$ cat config.mk
export PLATFORM = sky130hd
export DESIGN_NAME = audio_src_sel
export DESIGN_NICKNAME = d
export VERILOG_FILES = /design/src/rtl/asel_pkg.sv /design/src/rtl/asel_sync.sv /design/src/rtl/asel_ctrl.sv /design/src/rtl/asel_delay.sv /design/src/rtl/audio_src_sel.sv
export SDC_FILE = /design/constraint.sdc
export NUM_CORES = 1
export LEC_CHECK = 0
export ABC_AREA = 1
export CAP_MARGIN = 0
export CELL_PAD_IN_SITES_DETAIL_PLACEMENT = 1
export CELL_PAD_IN_SITES_GLOBAL_PLACEMENT = 1
export CORE_MARGIN = 4
export CORE_UTILIZATION = 55
export CTS_BUF_LIST = sky130_fd_sc_hd__clkbuf_8
export DETAILED_ROUTE_END_ITERATION = 16
export DONT_BUFFER_PORTS = 1
export PLACE_DENSITY_LB_ADDON = 0.12
export SLEW_MARGIN = 20
export SYNTH_ARGS = -nofsm -noshare
export SYNTH_HDL_FRONTEND = slang
export SYNTH_SLANG_ARGS = --single-unit
export TNS_END_PERCENT = 20
$ cat constraint.sdc
create_clock -name clk -period 8.29 [get_ports clk]
set_clock_uncertainty 0.1 [all_clocks]
set_input_delay 1.658 -clock clk [delete_from_list [all_inputs] [get_ports clk]]
set_output_delay 1.658 -clock clk [all_outputs]
set_load 0.01 [all_outputs]
$ cat src/rtl/asel_pkg.sv
`timescale 1ns/1ps
package asel_pkg;
  typedef enum logic {SRC_RX = 1'b0, SRC_AUX = 1'b1} src_e;
  typedef enum logic {PH_PASS = 1'b0, PH_GAP = 1'b1} phase_e;

  localparam logic [1:0] MUTE_NONE = 2'b00;

  function automatic logic mute_requested(input logic [1:0] code);
    return code != MUTE_NONE;
  endfunction
endpackage

$ cat src/rtl/asel_sync.sv
`timescale 1ns/1ps
// Multi-flop synchronizer for the asynchronous lock status.
module asel_sync #(
  parameter int STAGES = 2
) (
  input  logic clk,
  input  logic rst,
  input  logic d,
  output logic q
);
  logic [STAGES-1:0] chain;

  always_ff @(posedge clk) begin
    if (rst) chain <= '0;
    else     chain <= {chain[STAGES-2:0], d};
  end

  assign q = chain[STAGES-1];
endmodule

$ cat src/rtl/asel_ctrl.sv
`timescale 1ns/1ps
// Source selection state machine; all decisions taken on frame strobes.
module asel_ctrl
  import asel_pkg::*;
#(
  parameter int GAP_FRAMES = 2
) (
  input  logic       clk,
  input  logic       rst,
  input  logic       frame_stb,
  input  logic       lock_s,
  input  logic       force_aux,
  input  logic [1:0] mute_code,
  output src_e       src_o,
  output logic       gap_o,
  output logic       fmute_o,
  output logic       err_o,
  output logic       lock_ind_o,
  output logic       xtal_o
);
  localparam int CW = (GAP_FRAMES > 2) ? $clog2(GAP_FRAMES) : 1;
  localparam logic [CW-1:0] RELOAD = CW'((GAP_FRAMES > 0) ? GAP_FRAMES - 1 : 0);

  phase_e        phase_q, phase_n;
  src_e          cur_q, cur_n;
  src_e          tgt_q, tgt_n;
  src_e          want;
  logic [CW-1:0] rem_q, rem_n;
  logic          fm_q, fm_n;
  logic          err_n, xtal_n, lock_ind_n;

  assign want = (force_aux || !lock_s) ? SRC_AUX : SRC_RX;

  always_comb begin
    phase_n = phase_q;
    cur_n   = cur_q;
    tgt_n   = tgt_q;
    rem_n   = rem_q;
    if (frame_stb) begin
      case (phase_q)
        PH_PASS: begin
          if (want != cur_q) begin
            if (GAP_FRAMES == 0) begin
              cur_n = want;
            end else begin
              phase_n = PH_GAP;
              tgt_n   = want;
              rem_n   = RELOAD;
            end
          end
        end
        default: begin
          if (want != tgt_q) begin
            tgt_n = want;
            rem_n = RELOAD;
          end else if (rem_q == '0) begin
            phase_n = PH_PASS;
            cur_n   = tgt_q;
          end else begin
            rem_n = rem_q - 1'b1;
          end
        end
      endcase
    end
    fm_n       = frame_stb ? mute_requested(mute_code) : fm_q;
    err_n      = !((phase_n == PH_PASS) && (cur_n == SRC_RX));
    xtal_n     = ((phase_n == PH_PASS) ? cur_n : tgt_n) == SRC_AUX;
    lock_ind_n = lock_s && !force_aux;
  end

  always_ff @(posedge clk) begin
    if (rst) begin
      phase_q    <= PH_PASS;
      cur_q      <= SRC_AUX;
      tgt_q      <= SRC_AUX;
      rem_q      <= '0;
      fm_q       <= 1'b0;
      err_o      <= 1'b1;
      xtal_o     <= 1'b1;
      lock_ind_o <= 1'b0;
    end else begin
      phase_q    <= phase_n;
      cur_q      <= cur_n;
      tgt_q      <= tgt_n;
      rem_q      <= rem_n;
      fm_q       <= fm_n;
      err_o      <= err_n;
      xtal_o     <= xtal_n;
      lock_ind_o <= lock_ind_n;
    end
  end

  assign src_o   = cur_q;
  assign gap_o   = (phase_q == PH_GAP);
  assign fmute_o = fm_q;
endmodule

$ cat src/rtl/asel_delay.sv
`timescale 1ns/1ps
// Fixed-length delay line in a circular RAM; output gated until filled.
module asel_delay #(
  parameter int DEPTH = 128
) (
  input  logic clk,
  input  logic rst,
  input  logic din,
  output logic dout
);
  localparam int AW = (DEPTH > 1) ? $clog2(DEPTH) : 1;
  localparam int FW = $clog2(DEPTH + 1);

  logic          mem [DEPTH];
  logic [AW-1:0] ptr;
  logic [FW-1:0] fill;
  logic          rd_q;
  logic          primed_q;

  always_ff @(posedge clk) begin
    rd_q     <= mem[ptr];
    mem[ptr] <= din;
  end

  always_ff @(posedge clk) begin
    if (rst) begin
      ptr      <= '0;
      fill     <= '0;
      primed_q <= 1'b0;
    end else begin
      ptr      <= (ptr == AW'(DEPTH - 1)) ? '0 : ptr + 1'b1;
      if (fill != FW'(DEPTH)) fill <= fill + 1'b1;
      primed_q <= (fill == FW'(DEPTH));
    end
  end

  assign dout = rd_q & primed_q;
endmodule

$ cat src/rtl/audio_src_sel.sv
`timescale 1ns/1ps
module audio_src_sel
  import asel_pkg::*;
#(
  parameter int FRAME_BITS  = 64,
  parameter int GAP_FRAMES  = 2,
  parameter int SYNC_STAGES = 2
) (
  input  logic       clk,
  input  logic       rst,
  input  logic       frame_stb,
  input  logic       rx_bit,
  input  logic       aux_bit,
  input  logic       rx_valid,
  input  logic       pll_lock,
  input  logic       force_aux,
  input  logic [1:0] mute_code,
  input  logic       sec_sel,
  output logic       pri_out,
  output logic       sec_out,
  output logic       err_flag,
  output logic       lock_ind,
  output logic       xtal_sel
);
  localparam int DLY_DEPTH = 2 * FRAME_BITS;

  logic lock_s;
  src_e src;
  logic gap, fmute, silent;
  logic rx_d1, aux_d1, val_d1, sel_d1;
  logic bit_m;
  logic sec_q;

  asel_sync #(.STAGES(SYNC_STAGES)) u_sync (
    .clk (clk),
    .rst (rst),
    .d   (pll_lock),
    .q   (lock_s)
  );

  asel_ctrl #(.GAP_FRAMES(GAP_FRAMES)) u_ctrl (
    .clk        (clk),
    .rst        (rst),
    .frame_stb  (frame_stb),
    .lock_s     (lock_s),
    .force_aux  (force_aux),
    .mute_code  (mute_code),
    .src_o      (src),
    .gap_o      (gap),
    .fmute_o    (fmute),
    .err_o      (err_flag),
    .lock_ind_o (lock_ind),
    .xtal_o     (xtal_sel)
  );

  // Input stage aligns data with the state chosen at the same strobe.
  always_ff @(posedge clk) begin
    if (rst) begin
      rx_d1  <= 1'b0;
      aux_d1 <= 1'b0;
      val_d1 <= 1'b0;
      sel_d1 <= 1'b0;
    end else begin
      rx_d1  <= rx_bit;
      aux_d1 <= aux_bit;
      val_d1 <= rx_valid;
      sel_d1 <= sec_sel;
    end
  end

  assign silent = gap | fmute;
  assign bit_m  = ((src == SRC_AUX) ? aux_d1 : rx_d1) & ~silent;

  always_ff @(posedge clk) begin
    if (rst) sec_q <= 1'b0;
    else     sec_q <= sel_d1 ? bit_m : val_d1;
  end
  assign sec_out = sec_q;

  asel_delay #(.DEPTH(DLY_DEPTH)) u_dly (
    .clk  (clk),
    .rst  (rst),
    .din  (bit_m),
    .dout (pri_out)
  );
endmodule

==> Word level (Yosys, flattened, before mapping) <==
Memories as Yosys holds them, arrays and structs flattened. A register that Yosys moved wholly into a read port is not among the register bits.
Index checks and enable logic that the tools add are counted.
{ "word_totals": {"ff_bits": 31, "ramBits": 128, "output_inout_bits": 5, "n_memories": 1} }
{ "mem_list": {"columns": ["memory", "depth", "width", "rd", "rd_ports_with_merged_regs", "wr", "line", "rtl"], "rows": [
  ["u_dly.mem", 128, 1, 1, 1, 1, "asel_delay.sv:14", "logic mem [DEPTH];"]
]} }
{ "classes": {"add_sub_neg": 3, "eq_ne": 5, "mux": 21, "bitwise_logic": 6, "n_reduce_logical": 10} }
{ "op_table": {"columns": ["op", "count"], "rows": [
  ["1-bit 2-to-1 mux", 21],
  ["8-bit by 1-bit adder with 8-bit output, second input constant", 1],
  ["8-bit == test, second input constant", 1],
  ["8-bit inequality test, second input constant", 1],
  ["7-bit by 1-bit adder with 7-bit output, second input constant", 1],
  ["7-bit == test, second input constant", 1],
  ["2-bit nonzero test", 2],
  ["1-bit zero test", 3],
  ["1-bit NOT", 3],
  ["1-bit AND", 2],
  ["1-bit logical AND", 2],
  ["1-bit inequality test", 2],
  ["2-bit AND reduction", 1],
  ["2-bit OR reduction", 1],
  ["1-bit logical OR", 1],
  ["1-bit OR", 1],
  ["1-bit subtractor, second input constant", 1]
]} }

==> Depth between registers and ports, before layout <==
{ "depth": {"ltp_word": 10, "depth_mapped": 15} }

==> By module <==
From an unflattened synthesis, not the netlist that was laid out.
{ "unflattened": {"hier_cells": 847, "hier_area_um2": 7388.3} }
{ "by_module_without_submodules": {"columns": ["module", "instances", "cells_per_inst", "area_each_um2", "seq_area_each_um2"], "rows": [
  ["asel_delay", 1, 765, 6759.0, 4184.0],
  ["asel_ctrl", 1, 53, 386.6, 160.2],
  ["audio_src_sel", 1, 23, 187.7, 100.1],
  ["asel_sync", 1, 6, 55.1, 40.0]
]} }

==> Worst setup path before layout <==
Ideal clock, no wire load.
{ "synth_path": {"kind": "reg2reg", "start": "register u_ctrl.phase_q (netlist: u_ctrl.gap_o)", "end": "memory u_dly.mem[0] (data pin)", "setup_time_ns": 0.801, "arrival_ns": 3.482, "required_time_ns": 7.389, "setup_slack_ns": 3.906, "path_stages_with_launch": 4, "path_buffers": 0, "synth_period_minus_slack_ns": 4.384, "cell_sequence": "dfxtp_1 -> inv_1 -> o211ai_1 -> nor2_1"} }
{ "synth_between": {"elab_chain_cells": 3} }
{ "synth_rtl": {"columns": ["item", "line", "rtl"], "rows": [
  ["from (decl)", "asel_ctrl.sv:24", "phase_e phase_q, phase_n;"],
  ["from (signal assigned)", "asel_ctrl.sv:82", "phase_q <= phase_n;"],
  ["1-bit OR", "audio_src_sel.sv:71", "assign silent = gap | fmute;"],
  ["1-bit NOT", "audio_src_sel.sv:72", "assign bit_m = ((src == SRC_AUX) ? aux_d1 : rx_d1) & ~silent;"],
  ["1-bit AND", "audio_src_sel.sv:72", null],
  ["net bit_m", "audio_src_sel.sv:31", "logic bit_m;"],
  ["to (decl)", "asel_delay.sv:14", null]
]} }
The timed path passes the listed nets, and every way through them passes these cells.

==> Final worst setup path <==
{ "layout_path": {"start": "register u_dly.ptr[2]", "end": "memory u_dly.mem[117], enable pin"} }
{ "layout_lines": {"columns": ["item", "line", "rtl"], "rows": [
  ["from (decl)", "asel_delay.sv:15", "logic [AW-1:0] ptr;"],
  ["from (signal assigned)", "asel_delay.sv:31", "ptr <= (ptr == AW'(DEPTH - 1)) ? '0 : ptr + 1'b1;"]
]} }
No word-level cell before the write port.

==> qor.csv <==
metric,value,unit
CP arrival,2.89,ns
largest net degree at the start of global routing,130,
sequential share of power,57.2,%
first-pass GRT wire length,28200,microns
GR peak layer,met2,
Routed Antenna Nets,0,
cells along the critical path,"inv_2, nor2_4, nand2_1, nor2_1",
M3 GR Usage,4.57,%
antenna cell count,0,
routing usage on met2,43.4,%
crit path time final,2.83,ns
Final setup viols,0,
GPL Wtd Cong,0.844,
Area growth syn-to-layout,5.71,%
Site Rows,41,
Synth Area in Simple Gates,27.8,%
"non-filler cells, final",1011,
"most common cell after layout, fill and taps aside",nand2_1,
Root Buffer,clkbuf_8,
Slew headroom,39.9,%
final net count,840,
total global-route track usage,24.8,%
share of post-route cells with drive strength above 1,5.01,%
Lkg Pwr,3.19,nW
Via-to-Cell Ratio,5.37,
Reg2Reg Launch Point,u_dly.ptr[2]$_SDFF_PP0_,
Place WS,5.33,ns
fin crit share,34.1,%
# port buffers,0,
final core occ,60.5,%
"Seq/Total Area, Yosys",61.1,%
fin worst setup slack,5.46,ns
Placed Cells incl. Taps,979,
Pint,1.18,mW
Critical Path RT,8.35,ns
Setup TNS,0,ns
gr ovfl total,0,
Finished Cell Area,0.00776,sq mm
reg2reg setup slack,5.46,ns
syn nets,850,
path type of the worst setup path,flop to flop,
max incr delay on CP,0.72,ns
Reg2Reg Depth,4,
CP startpoint,u_dly.ptr[2]$_SDFF_PP0_,
Num CTS Buffers,17,
Worst path slowest cell,dfxtp_1,
VDD IR-drop max,131,uV
crit-path max FO,16,
total power,1.55,mW
Mapped Area,0.00734,sq mm
CTS tree,yes,
initial core utilization,57.2,%
CP Launch Type,flop,
RSZ-0062 raised after global routing,false,
Yosys cell types,31,
PostCTS Resize Cnt,0,
die height,124,microns
Synth Area in Adders,0.512,%
First-pass DRT Iterations,5,
Top Ports,16,
Cells after Synth,836,
Worst-path clk slew,0.08,ns
vias post-DR,5431,
H-tree level count,4,
Routed WL,17400,microns
DP Area,0.00738,sq mm
Fin. Hold Viols,0,
Synth Area in Compound Gates,2.11,%
power density over the cells,200,mW/mm^2
post-synthesis xor/xnor area fraction,0.716,%
worst min path class,flop to flop,
fmax,0.354,GHz
combinational cell fraction of total power,7.9,%
DP HPWL,10500,microns
Clock Path Buffers,2,
CP Capture Type,flop,
DRT iter0 DRCs,449,
fill cell count,1526,
antenna violations before repair,0,
CTS Hold Bufs,0,
Worst-Margin Slew,0.900,ns
Crit path max-delay family,simple AND/OR/NAND/NOR gates,
Max-Cap Viols,0,
routed len/inst,17.2,microns
WP buf/inv,1,
vias in the first global route,5703,
Synth Area per Inst,8.78,sq um
reg2reg end,u_dly.mem[117]$_DFFE_PP_,
clk_lat worst skew,0.46,ns
Core Region,0.0128,sq mm
CP Depth,4,
clock share of power,34.9,%
postcts setup bufs,0,
DR DRC count,0,
largest family of logic cells by synthesized area,simple AND/OR/NAND/NOR gates,
TritonCTS Sinks,160,
"Slew Viols, Final",0,
crit path to,u_dly.mem[117]$_DFFE_PP_,
M1 GR Usage,30.5,%
Synth Warn #,0,
Psw,0.373,mW
switch share,24.0,%
most frequent cells in the layout,"248 x nand2_1, 184 x nor2_1, 128 x edfxtp_1",
mux cell area share after synthesis,0,%
outcome,completed,
Hold Slack,0.308,ns
"flops & latches, synth",160,
die width,124,microns
Die Area,0.0153,sq mm
==> cells by family after synthesis <==
group / count (synthesis)
xor+xnor: 6
simple gates: 509
fa+ha+maj: 3
flops: 160
buf+inv: 130
compound gates: 28
==> layout make-up <==
cell class | count | area, sq um | area share [%]
repair buffers | 3 | 26.3 | 0.339
well taps | 172 | 215 | 2.77
clock inverters | 13 | 108 | 1.39
flip-flops and latches | 160 | 4490 | 57.8
clock buffers | 19 | 262 | 3.37
inverters | 98 | 368 | 4.74
multi-input cells | 546 | 2290 | 29.6
==> routing by layer <==
metal	vias up	share of wire [%]
met3	39	4.0
met1	2665	43
met5	-	0
met2	109	51
li1	2618	-
met4	0	2.3
==> power by group through the flow <==
stage	clock, mW	combinational (mW)	sequential [mW]
after global routing	0.582	0.138	0.890
final	0.543	0.123	0.888
after CTS	0.552	0.124	0.889
after detailed placement	0	0.123	0.907
after floorplan	0	0.0942	0.903
after global placement	0	0.116	0.906
==> tightest hold or removal path: cells and delay by family (launching register included) <==
kind | cells | cell delay [ns]
buffers and inverters | 1 | 0.04
DFF | 1 | 0.30
and+or+nand+nor | 1 | 0.03
==> state kept, by name, summed over array words and instances, names as in the netlist, 2 cells and up <==
register	cells
u_dly.ptr	7
u_dly.fill	8
u_sync.chain	2
u_dly.mem	128
==> cell usage after synthesis, drive strengths merged <==
cell,n,share of area [%]
or2,3,0.26
inv,98,5.0
buf,30,2.6
a211oi,2,0.20
nor3,6,0.48
o21a,1,0.10
a31oi,1,0.085
nand2,251,13
dfxtp,32,8.7
nand4,6,0.51
nor2,188,9.9
clkbuf,2,0.10
xor2,3,0.36
ha,3,0.51
edfxtp,128,52
a21oi,12,0.82
o21ai,10,0.68
nand3,54,3.7
nor4,1,0.085
a2111oi,1,0.12
o211ai,1,0.10
xnor2,3,0.36
==> worst min-delay path by stage <==
stage | from | endpoint | cells past startpoint
after floorplan | u_sync.chain[0]$_SDFF_PP0_ | u_sync.chain[1]$_SDFF_PP0_ | 2
after global placement | u_sync.chain[0]$_SDFF_PP0_ | u_sync.chain[1]$_SDFF_PP0_ | 2
after detailed placement | u_sync.chain[0]$_SDFF_PP0_ | u_sync.chain[1]$_SDFF_PP0_ | 2
after CTS | u_sync.chain[0]$_SDFF_PP0_ | u_sync.chain[1]$_SDFF_PP0_ | 2
after global routing | u_sync.chain[0]$_SDFF_PP0_ | u_sync.chain[1]$_SDFF_PP0_ | 2
final | u_sync.chain[0]$_SDFF_PP0_ | u_sync.chain[1]$_SDFF_PP0_ | 2
Power figures use the tool's default switching activity.
